File: src/rtl/ow_slot_pkg.sv
`timescale 1ns/1ps
package ow_slot_pkg;

  // strobes from control to datapath
  typedef struct packed {
    logic load;      // accept a new operation
    logic step;      // one tick elapsed
    logic relLow;    // end of the low phase
    logic smpBit;    // read sample of a bit slot
    logic smpShort;  // short check of a reset cycle
    logic smpPres;   // presence check of a reset cycle
  } owStb_t;

  // fixed points, in 0.25 us ticks
  localparam int STD_W1L = 32;
  localparam int OD_W1L  = 3;
  localparam int STD_MSR = 48;
  localparam int OD_MSR  = 7;
  localparam int STD_SI  = 32;
  localparam int OD_SI   = 3;

  // programmable points: base + step * code, in ticks
  localparam int STD_RSTL_BASE = 1760;
  localparam int STD_RSTL_STEP = 80;
  localparam int OD_RSTL_BASE  = 176;
  localparam int OD_RSTL_STEP  = 8;
  localparam int STD_MSP_BASE  = 232;
  localparam int STD_MSP_STEP  = 4;
  localparam int OD_MSP_BASE   = 22;
  localparam int OD_MSP_STEP   = 1;
  localparam int STD_W0L_BASE  = 208;
  localparam int STD_W0L_STEP  = 4;
  localparam int OD_W0L_BASE   = 20;
  localparam int OD_W0L_STEP   = 1;
  localparam int REC_BASE      = 11;
  localparam int REC_STEP      = 6;

endpackage

File: src/rtl/ow_slot_timing.sv
`timescale 1ns/1ps
module ow_slot_timing
  import ow_slot_pkg::*;
#(
  parameter int CODE_W = 4,
  parameter int CNT_W  = 13
) (
  input  logic              overdrive,
  input  logic              opReset,
  input  logic              dataBit,
  input  logic [CODE_W-1:0] rstLowStd,
  input  logic [CODE_W-1:0] rstLowOd,
  input  logic [CODE_W-1:0] presStd,
  input  logic [CODE_W-1:0] presOd,
  input  logic [CODE_W-1:0] w0LowStd,
  input  logic [CODE_W-1:0] w0LowOd,
  input  logic [CODE_W-1:0] recCode,
  output logic [CNT_W-1:0]  lowLen,
  output logic [CNT_W-1:0]  endLen,
  output logic [CNT_W-1:0]  smpA,
  output logic [CNT_W-1:0]  smpB
);

  function automatic logic [CNT_W-1:0] scale(input int base, input int stepSz,
                                             input logic [CODE_W-1:0] code);
    return CNT_W'(base + stepSz * int'(code));
  endfunction

  logic [CNT_W-1:0] rstl, msp, w0l, rec, w1l, msr, si;

  always_comb begin
    rstl = overdrive ? scale(OD_RSTL_BASE, OD_RSTL_STEP, rstLowOd)
                     : scale(STD_RSTL_BASE, STD_RSTL_STEP, rstLowStd);
    msp  = overdrive ? scale(OD_MSP_BASE, OD_MSP_STEP, presOd)
                     : scale(STD_MSP_BASE, STD_MSP_STEP, presStd);
    w0l  = overdrive ? scale(OD_W0L_BASE, OD_W0L_STEP, w0LowOd)
                     : scale(STD_W0L_BASE, STD_W0L_STEP, w0LowStd);
    rec  = scale(REC_BASE, REC_STEP, recCode);
    w1l  = overdrive ? CNT_W'(OD_W1L) : CNT_W'(STD_W1L);
    msr  = overdrive ? CNT_W'(OD_MSR) : CNT_W'(STD_MSR);
    si   = overdrive ? CNT_W'(OD_SI)  : CNT_W'(STD_SI);

    if (opReset) begin
      lowLen = rstl;
      endLen = rstl + rstl;
      smpA   = rstl + si;
      smpB   = rstl + msp;
    end else begin
      lowLen = dataBit ? w1l : w0l;
      endLen = w0l + rec;
      smpA   = msr;
      smpB   = '0;   // never reached: the count starts at 1
    end
  end

endmodule

File: src/rtl/ow_slot_dp.sv
`timescale 1ns/1ps
module ow_slot_dp
  import ow_slot_pkg::*;
#(
  parameter int CNT_W = 13
) (
  input  logic             clk,
  input  logic             rst_n,
  input  owStb_t           stb,
  input  logic             busHigh,
  input  logic [CNT_W-1:0] lowLenIn,
  input  logic [CNT_W-1:0] endLenIn,
  input  logic [CNT_W-1:0] smpAIn,
  input  logic [CNT_W-1:0] smpBIn,
  output logic             hitLow,
  output logic             hitA,
  output logic             hitB,
  output logic             hitEnd,
  output logic             pullLow,
  output logic             rdBit,
  output logic             presence,
  output logic             shortDet
);

  logic [CNT_W-1:0] cnt, nextCnt;
  logic [CNT_W-1:0] lowLen, endLen, smpA, smpB;

  assign nextCnt = cnt + 1'b1;
  assign hitLow  = (nextCnt == lowLen);
  assign hitA    = (nextCnt == smpA);
  assign hitB    = (nextCnt == smpB);
  assign hitEnd  = (nextCnt == endLen);

  always_ff @(posedge clk or negedge rst_n) begin
    if (!rst_n) begin
      cnt      <= '0;
      lowLen   <= '0;
      endLen   <= '0;
      smpA     <= '0;
      smpB     <= '0;
      pullLow  <= 1'b0;
      rdBit    <= 1'b0;
      presence <= 1'b0;
      shortDet <= 1'b0;
    end else if (stb.load) begin
      cnt      <= '0;
      lowLen   <= lowLenIn;
      endLen   <= endLenIn;
      smpA     <= smpAIn;
      smpB     <= smpBIn;
      pullLow  <= 1'b1;
      rdBit    <= 1'b0;
      presence <= 1'b0;
      shortDet <= 1'b0;
    end else begin
      if (stb.step)     cnt      <= nextCnt;
      if (stb.relLow)   pullLow  <= 1'b0;
      if (stb.smpBit)   rdBit    <= busHigh;
      if (stb.smpShort) shortDet <= !busHigh;
      if (stb.smpPres)  presence <= !busHigh;
    end
  end

  AST_ONE_SAMPLE: assert property (@(posedge clk) disable iff (!rst_n)
    $onehot0({stb.smpBit, stb.smpShort, stb.smpPres}));
  AST_RELEASE_WHILE_LOW: assert property (@(posedge clk) disable iff (!rst_n)
    stb.relLow |-> pullLow);
  AST_STEP_BELOW_END: assert property (@(posedge clk) disable iff (!rst_n)
    stb.step |-> (cnt < endLen));

endmodule

File: src/rtl/ow_slot_ctrl.sv
`timescale 1ns/1ps
module ow_slot_ctrl
  import ow_slot_pkg::*;
(
  input  logic   clk,
  input  logic   rst_n,
  input  logic   start,
  input  logic   tickEn,
  input  logic   opReset,
  input  logic   hitLow,
  input  logic   hitA,
  input  logic   hitB,
  input  logic   hitEnd,
  output owStb_t stb,
  output logic   busy
);

  logic opRst;
  logic finish;

  always_comb begin
    stb      = '0;
    finish   = 1'b0;
    stb.load = start && !busy;
    if (busy && tickEn) begin
      stb.step     = 1'b1;
      stb.relLow   = hitLow;
      stb.smpBit   = hitA && !opRst;
      stb.smpShort = hitA && opRst;
      stb.smpPres  = hitB && opRst;
      finish       = hitEnd;
    end
  end

  always_ff @(posedge clk or negedge rst_n) begin
    if (!rst_n) begin
      busy  <= 1'b0;
      opRst <= 1'b0;
    end else if (stb.load) begin
      busy  <= 1'b1;
      opRst <= opReset;
    end else if (finish) begin
      busy  <= 1'b0;
    end
  end

  AST_START_IGNORED: assert property (@(posedge clk) disable iff (!rst_n)
    (busy && !finish) |=> (busy && $stable(opRst)));

endmodule

File: src/rtl/owire_slot_gen.sv
`timescale 1ns/1ps
module owire_slot_gen
  import ow_slot_pkg::*;
#(
  parameter int CODE_W = 4,
  parameter int CNT_W  = 13
) (
  input  logic              clk,
  input  logic              rst_n,
  input  logic              tickEn,
  input  logic              start,
  input  logic              opReset,
  input  logic              dataBit,
  input  logic              overdrive,
  input  logic [CODE_W-1:0] rstLowStd,
  input  logic [CODE_W-1:0] rstLowOd,
  input  logic [CODE_W-1:0] presStd,
  input  logic [CODE_W-1:0] presOd,
  input  logic [CODE_W-1:0] w0LowStd,
  input  logic [CODE_W-1:0] w0LowOd,
  input  logic [CODE_W-1:0] recCode,
  input  logic              busHigh,
  output logic              pullLow,
  output logic              busy,
  output logic              rdBit,
  output logic              presence,
  output logic              shortDet
);

  owStb_t           stb;
  logic [CNT_W-1:0] lowLen, endLen, smpA, smpB;
  logic             hitLow, hitA, hitB, hitEnd;

  ow_slot_timing #(.CODE_W(CODE_W), .CNT_W(CNT_W)) u_timing (
    .overdrive(overdrive), .opReset(opReset), .dataBit(dataBit),
    .rstLowStd(rstLowStd), .rstLowOd(rstLowOd),
    .presStd(presStd), .presOd(presOd),
    .w0LowStd(w0LowStd), .w0LowOd(w0LowOd), .recCode(recCode),
    .lowLen(lowLen), .endLen(endLen), .smpA(smpA), .smpB(smpB)
  );

  ow_slot_ctrl u_ctrl (
    .clk(clk), .rst_n(rst_n), .start(start), .tickEn(tickEn),
    .opReset(opReset), .hitLow(hitLow), .hitA(hitA), .hitB(hitB),
    .hitEnd(hitEnd), .stb(stb), .busy(busy)
  );

  ow_slot_dp #(.CNT_W(CNT_W)) u_dp (
    .clk(clk), .rst_n(rst_n), .stb(stb), .busHigh(busHigh),
    .lowLenIn(lowLen), .endLenIn(endLen), .smpAIn(smpA), .smpBIn(smpB),
    .hitLow(hitLow), .hitA(hitA), .hitB(hitB), .hitEnd(hitEnd),
    .pullLow(pullLow), .rdBit(rdBit), .presence(presence), .shortDet(shortDet)
  );

  AST_LOW_ONLY_BUSY: assert property (@(posedge clk) disable iff (!rst_n)
    pullLow |-> busy);
  AST_RESULTS_HOLD: assert property (@(posedge clk) disable iff (!rst_n)
    (!busy && !start) |=> ($stable(rdBit) && $stable(presence) && $stable(shortDet)));
  AST_END_RELEASED: assert property (@(posedge clk) disable iff (!rst_n)
    $fell(busy) |-> !pullLow);

endmodule

File: config.mk
export PLATFORM = sky130hd
export DESIGN_NAME = owire_slot_gen
export DESIGN_NICKNAME = d
export VERILOG_FILES = /design/src/rtl/ow_slot_pkg.sv /design/src/rtl/ow_slot_timing.sv /design/src/rtl/ow_slot_dp.sv /design/src/rtl/ow_slot_ctrl.sv /design/src/rtl/owire_slot_gen.sv
export SDC_FILE = /design/constraint.sdc
export NUM_CORES = 1
export LEC_CHECK = 0
export BUFFER_PORTS_ARGS = -buffer_cell sky130_fd_sc_hd__buf_2
export CAP_MARGIN = 20
export CORE_MARGIN = 10
export CORE_UTILIZATION = 32
export CTS_CLUSTER_DIAMETER = 80
export CTS_CLUSTER_SIZE = 24
export DETAILED_ROUTE_END_ITERATION = 6
export PLACE_DENSITY = 0.6
export SYNTH_ARGS = -nofsm -noshare
export SYNTH_HDL_FRONTEND = slang
export SYNTH_SLANG_ARGS = --single-unit
File: constraint.sdc
create_clock -name clk -period 5.9 [get_ports clk]
set_clock_uncertainty 0.2 [all_clocks]
set_input_delay 0.59 -clock clk [delete_from_list [all_inputs] [get_ports clk]]
set_output_delay 0.59 -clock clk [all_outputs]
set_load 0.1 [all_outputs]
==> reports/qor.tcl <==
set qor(finalSetupViolations) 0
set qor(status) {complete, no violations}
set qor(route.detailed.drc) 0
set qor(die_area_um2) 22000
set qor(met2WireLength_um) 5600
set qor(place.gp.congestion) 0.879
set qor(cts_setup_buffers) 0
set qor(drt-initial-drc-count) 386
set qor(global_route.usage.total_pct) 12.6
set qor(dr_total_vias) 4315
set qor(power.static_leakage_nw) 2.66
set qor(route.detailed.wl_per_inst_um) 15.7
set qor(wl_um) 13400
set qor(cp-start-kind) {input pin}
set qor(finalMaxSlewViolations) 0
set qor(synth-edff-count) 0
set qor(htree_levels) 3
set qor(numCtsBuffers) 9
set qor(antenna_found_initial) 0
set qor(number_of_cells_produced_by_synthesis) 612
set qor(post_cts.resized_instances) 0
set qor(met1Wirelength_um) 7120
set qor(ff2ff_path_depth) 7
set qor(synth_sequential_area_ratio_pct) 31.3
set qor(start_util_pct) 32.9
set qor(rows) 46
set qor(routed_via_density) 5.05
set qor(worst-path-max-fanout) 39
set qor(min_delay_path_class) {input pin to async pin}
set qor(io_pins) 41
set qor(timing.final.hold_violations) 0
set qor(first_pass_iters) 5
set qor(finalSetupTns_ps) 0
set qor(post_route_cells_drive_above_1_share_pct) 12.2
set qor(grt_first_pass_wirelength_um) 22700
set qor(max-vdd-ir-drop_mv) 0.154
set qor(cts.clk_slew.worst_paths_ps) 60
set qor(core-area_um2) 16100
set qor(layout-area-overhead-vs-synth_pct) 13.5
set qor(tritoncts_clock_tree) {done}
set qor(dpl.hpwl_um) 10200
set qor(clock_tree.buffer_depth) 2
set qor(vias_in_the_first_global_route) 4296
set qor(grt_ovf) 0
set qor(most_common_cell_after_layout_fill_and_taps_aside) {nand2_1}
set qor(worstPathRequired_ps) 5910
set qor(synthesis.area_um2) 5280
set qor(post-route-min-period_ps) 3270
set qor(r2r_setup_slk_ps) 2650
set qor(yosysWarningCount) 0
set qor(final_core_util_pct) 37.3
set qor(met3RoutedLength_um) 610
set qor(synth_register_bits) 66
set qor(num_antenna_cells) 0
set qor(die_x_um) 148
set qor(cts.root.buffer_cell) {clkbuf_16}
set qor(num-nets-final) 712
set qor(ys.flop_type) {dfrtp_1}
set qor(critical_path_class) {input pin to flip-flop}
set qor(critPathArrivalTime_ps) 3280
set qor(cap_violations) 0
set qor(fp.dieH_um) 148
set qor(synthesis.area_per_instance_um2) 8.63
set qor(source_to_sink_clock_delay_at_the_later_pin_of_the_worst_skew_pair_ps) 330
set qor(rsz_0062_raised_after_global_routing) {no}
set qor(pwr_density_cell_nw_per_um2) 363
set qor(final_cell_mix) {nand2_1, dfrtp_1, xnor2_1}
set qor(post-route-period-util_pct) 55.5
set qor(synthDistinctLibCells) 64
set qor(filler_cell_count) 1616
set qor(topRoutingLayerUsed) {met4}
set qor(max_freq_ghz) 0.306
set qor(cts_num_sinks) 66
set qor(synthesis.nets) 690
set qor(cts_hold_buffers) 0
set qor(ant_nets) 0
set qor(worst-slew-pin-transition_ps) 943
set qor(share_of_flip_flops_with_an_asynchronous_set_or_reset_after_synthesis_pct) 100
set qor(grt_max_degree) 67
set qor(number_of_port_buffers) 40
set qor(relSlewSlack_pct) 36.9
set qor(worst_setup_path_end_kind) {flip-flop}
## final timing paths
kind,start,end
worst min register to register,u_dp.smpB[0],u_dp.smpB[0]
min in group clk,u_dp.smpB[0],u_dp.smpB[0]
worst max register to register,u_dp.cnt[0],u_dp.presence
max in group asynchronous,rst_n,u_dp.cnt[8]
worst min-delay path,rst_n,u_dp.cnt[3]
worst max-delay path,overdrive,u_dp.endLen[8]
## state kept, by name, indices dropped and copies added, names as in the netlist
register,count
u_ctrl.busy,1
u_ctrl.opRst,1
u_dp.cnt,13
u_dp.endLen,12
u_dp.lowLen,10
u_dp.presence,1
u_dp.pullLow,1
u_dp.rdBit,1
u_dp.shortDet,1
u_dp.smpA,12
u_dp.smpB,13
## per-layer routing
layer / vias to the layer above / track usage [%]
li1: 2182 / -
met1: 2028 / 18.6
met2: 91 / 18.2
met3: 14 / 3.00
met4: 0 / 1.93
met5: - / 0
## report_power, final
| group | internal (W) | switching [W] | total [W] | leakage [nW] |
|---|---|---|---|---|
| Clock | 0.000414 | 0.000209 | 0.000623 | 0.163 |
| Combinational | 0.000359 | 0.000436 | 0.000795 | 1.63 |
| Sequential | 0.000600 | 0.000157 | 0.000758 | 0.861 |
## final cells by class
class	count	area, µm²	share of cell area [%]
repair buffers	44	230	3.84
flip-flops and latches	66	1650	27.6
clock buffers	10	229	3.82
clock inverters	6	115	1.92
inverters	32	120	2.00
well taps	216	270	4.51
multi-input cells	481	3380	56.4
## synthesized netlist by cell type (3+ instances only)
cell	n	share of area [%]
nand2_1	78	5.5
dfrtp_1	66	31
xnor2_1	57	9.5
o21ai_0	52	4.9
nor2_1	43	3.1
ha_1	38	9.0
inv_1	32	2.3
a21oi_1	22	2.1
clkbuf_1	22	1.6
xor2_1	19	3.2
and3_1	10	1.2
nand3_1	10	0.95
a31oi_1	9	1.1
nand2b_1	9	1.1
nor3_1	9	0.85
nor4_1	9	1.1
mux2i_1	8	1.5
a21o_1	7	0.99
buf_1	7	0.50
nor2b_1	7	0.83
o31ai_1	7	0.99
a22o_1	5	0.83
a22oi_1	5	0.71
and2_1	5	0.59
o211ai_1	5	0.71
fa_1	4	1.5
nand4_1	4	0.47
a221oi_1	3	0.50
nand3_2	3	0.57
nand3b_1	3	0.43
nor3b_1	3	0.43
o2111ai_1	3	0.50
o21a_1	3	0.43
o21bai_1	3	0.43
or3_1	3	0.36
xnor3_1	3	1.3
## through the flow
| step | total power (W) | cell area (µm²) | instances | setup slack, ps | hold WS, ps |
|---|---|---|---|---|---|
| 3_5_place_dp | 0.00156 | 5650 | 839 | 2270 | 288 |
| 2_1_floorplan | 0.00136 | 5280 | 612 | 1870 | 94.4 |
| 3_3_place_gp | 0.00155 | 5650 | 839 | 2350 | 274 |
| 6_report | 0.00218 | 5990 | 855 | 2630 | 246 |
| 4_1_cts | 0.00219 | 5990 | 855 | 2600 | 299 |
| 5_1_grt | 0.00233 | 5990 | 855 | 2320 | 330 |
## worst max-delay path: stages
cell and delay, ps:
buf_2 530, nor2_1 110, a21oi_1 200, ha_1 300, ha_1 310, a21o_1 150
a21oi_1 200, o21bai_1 110, a2111oi_0 410, nor3_1 130, mux2i_1 160, nand2_1 70
## logic make-up (layout without fill, tap and decap cells)
family	count (synthesis)	in the layout	share of synthesized area [%]
AOI/OAI and AO/OA	138	138	16.6
muxes	10	10	1.94
adders and majority gates	42	42	10.5
buffers and inverters	65	92	4.88
xor gates and xnor gates	80	80	14.4
and+or+nand+nor	211	211	20.4
DFF	66	66	31.3
No activity file was read; power rests on OpenSTA's default activity.
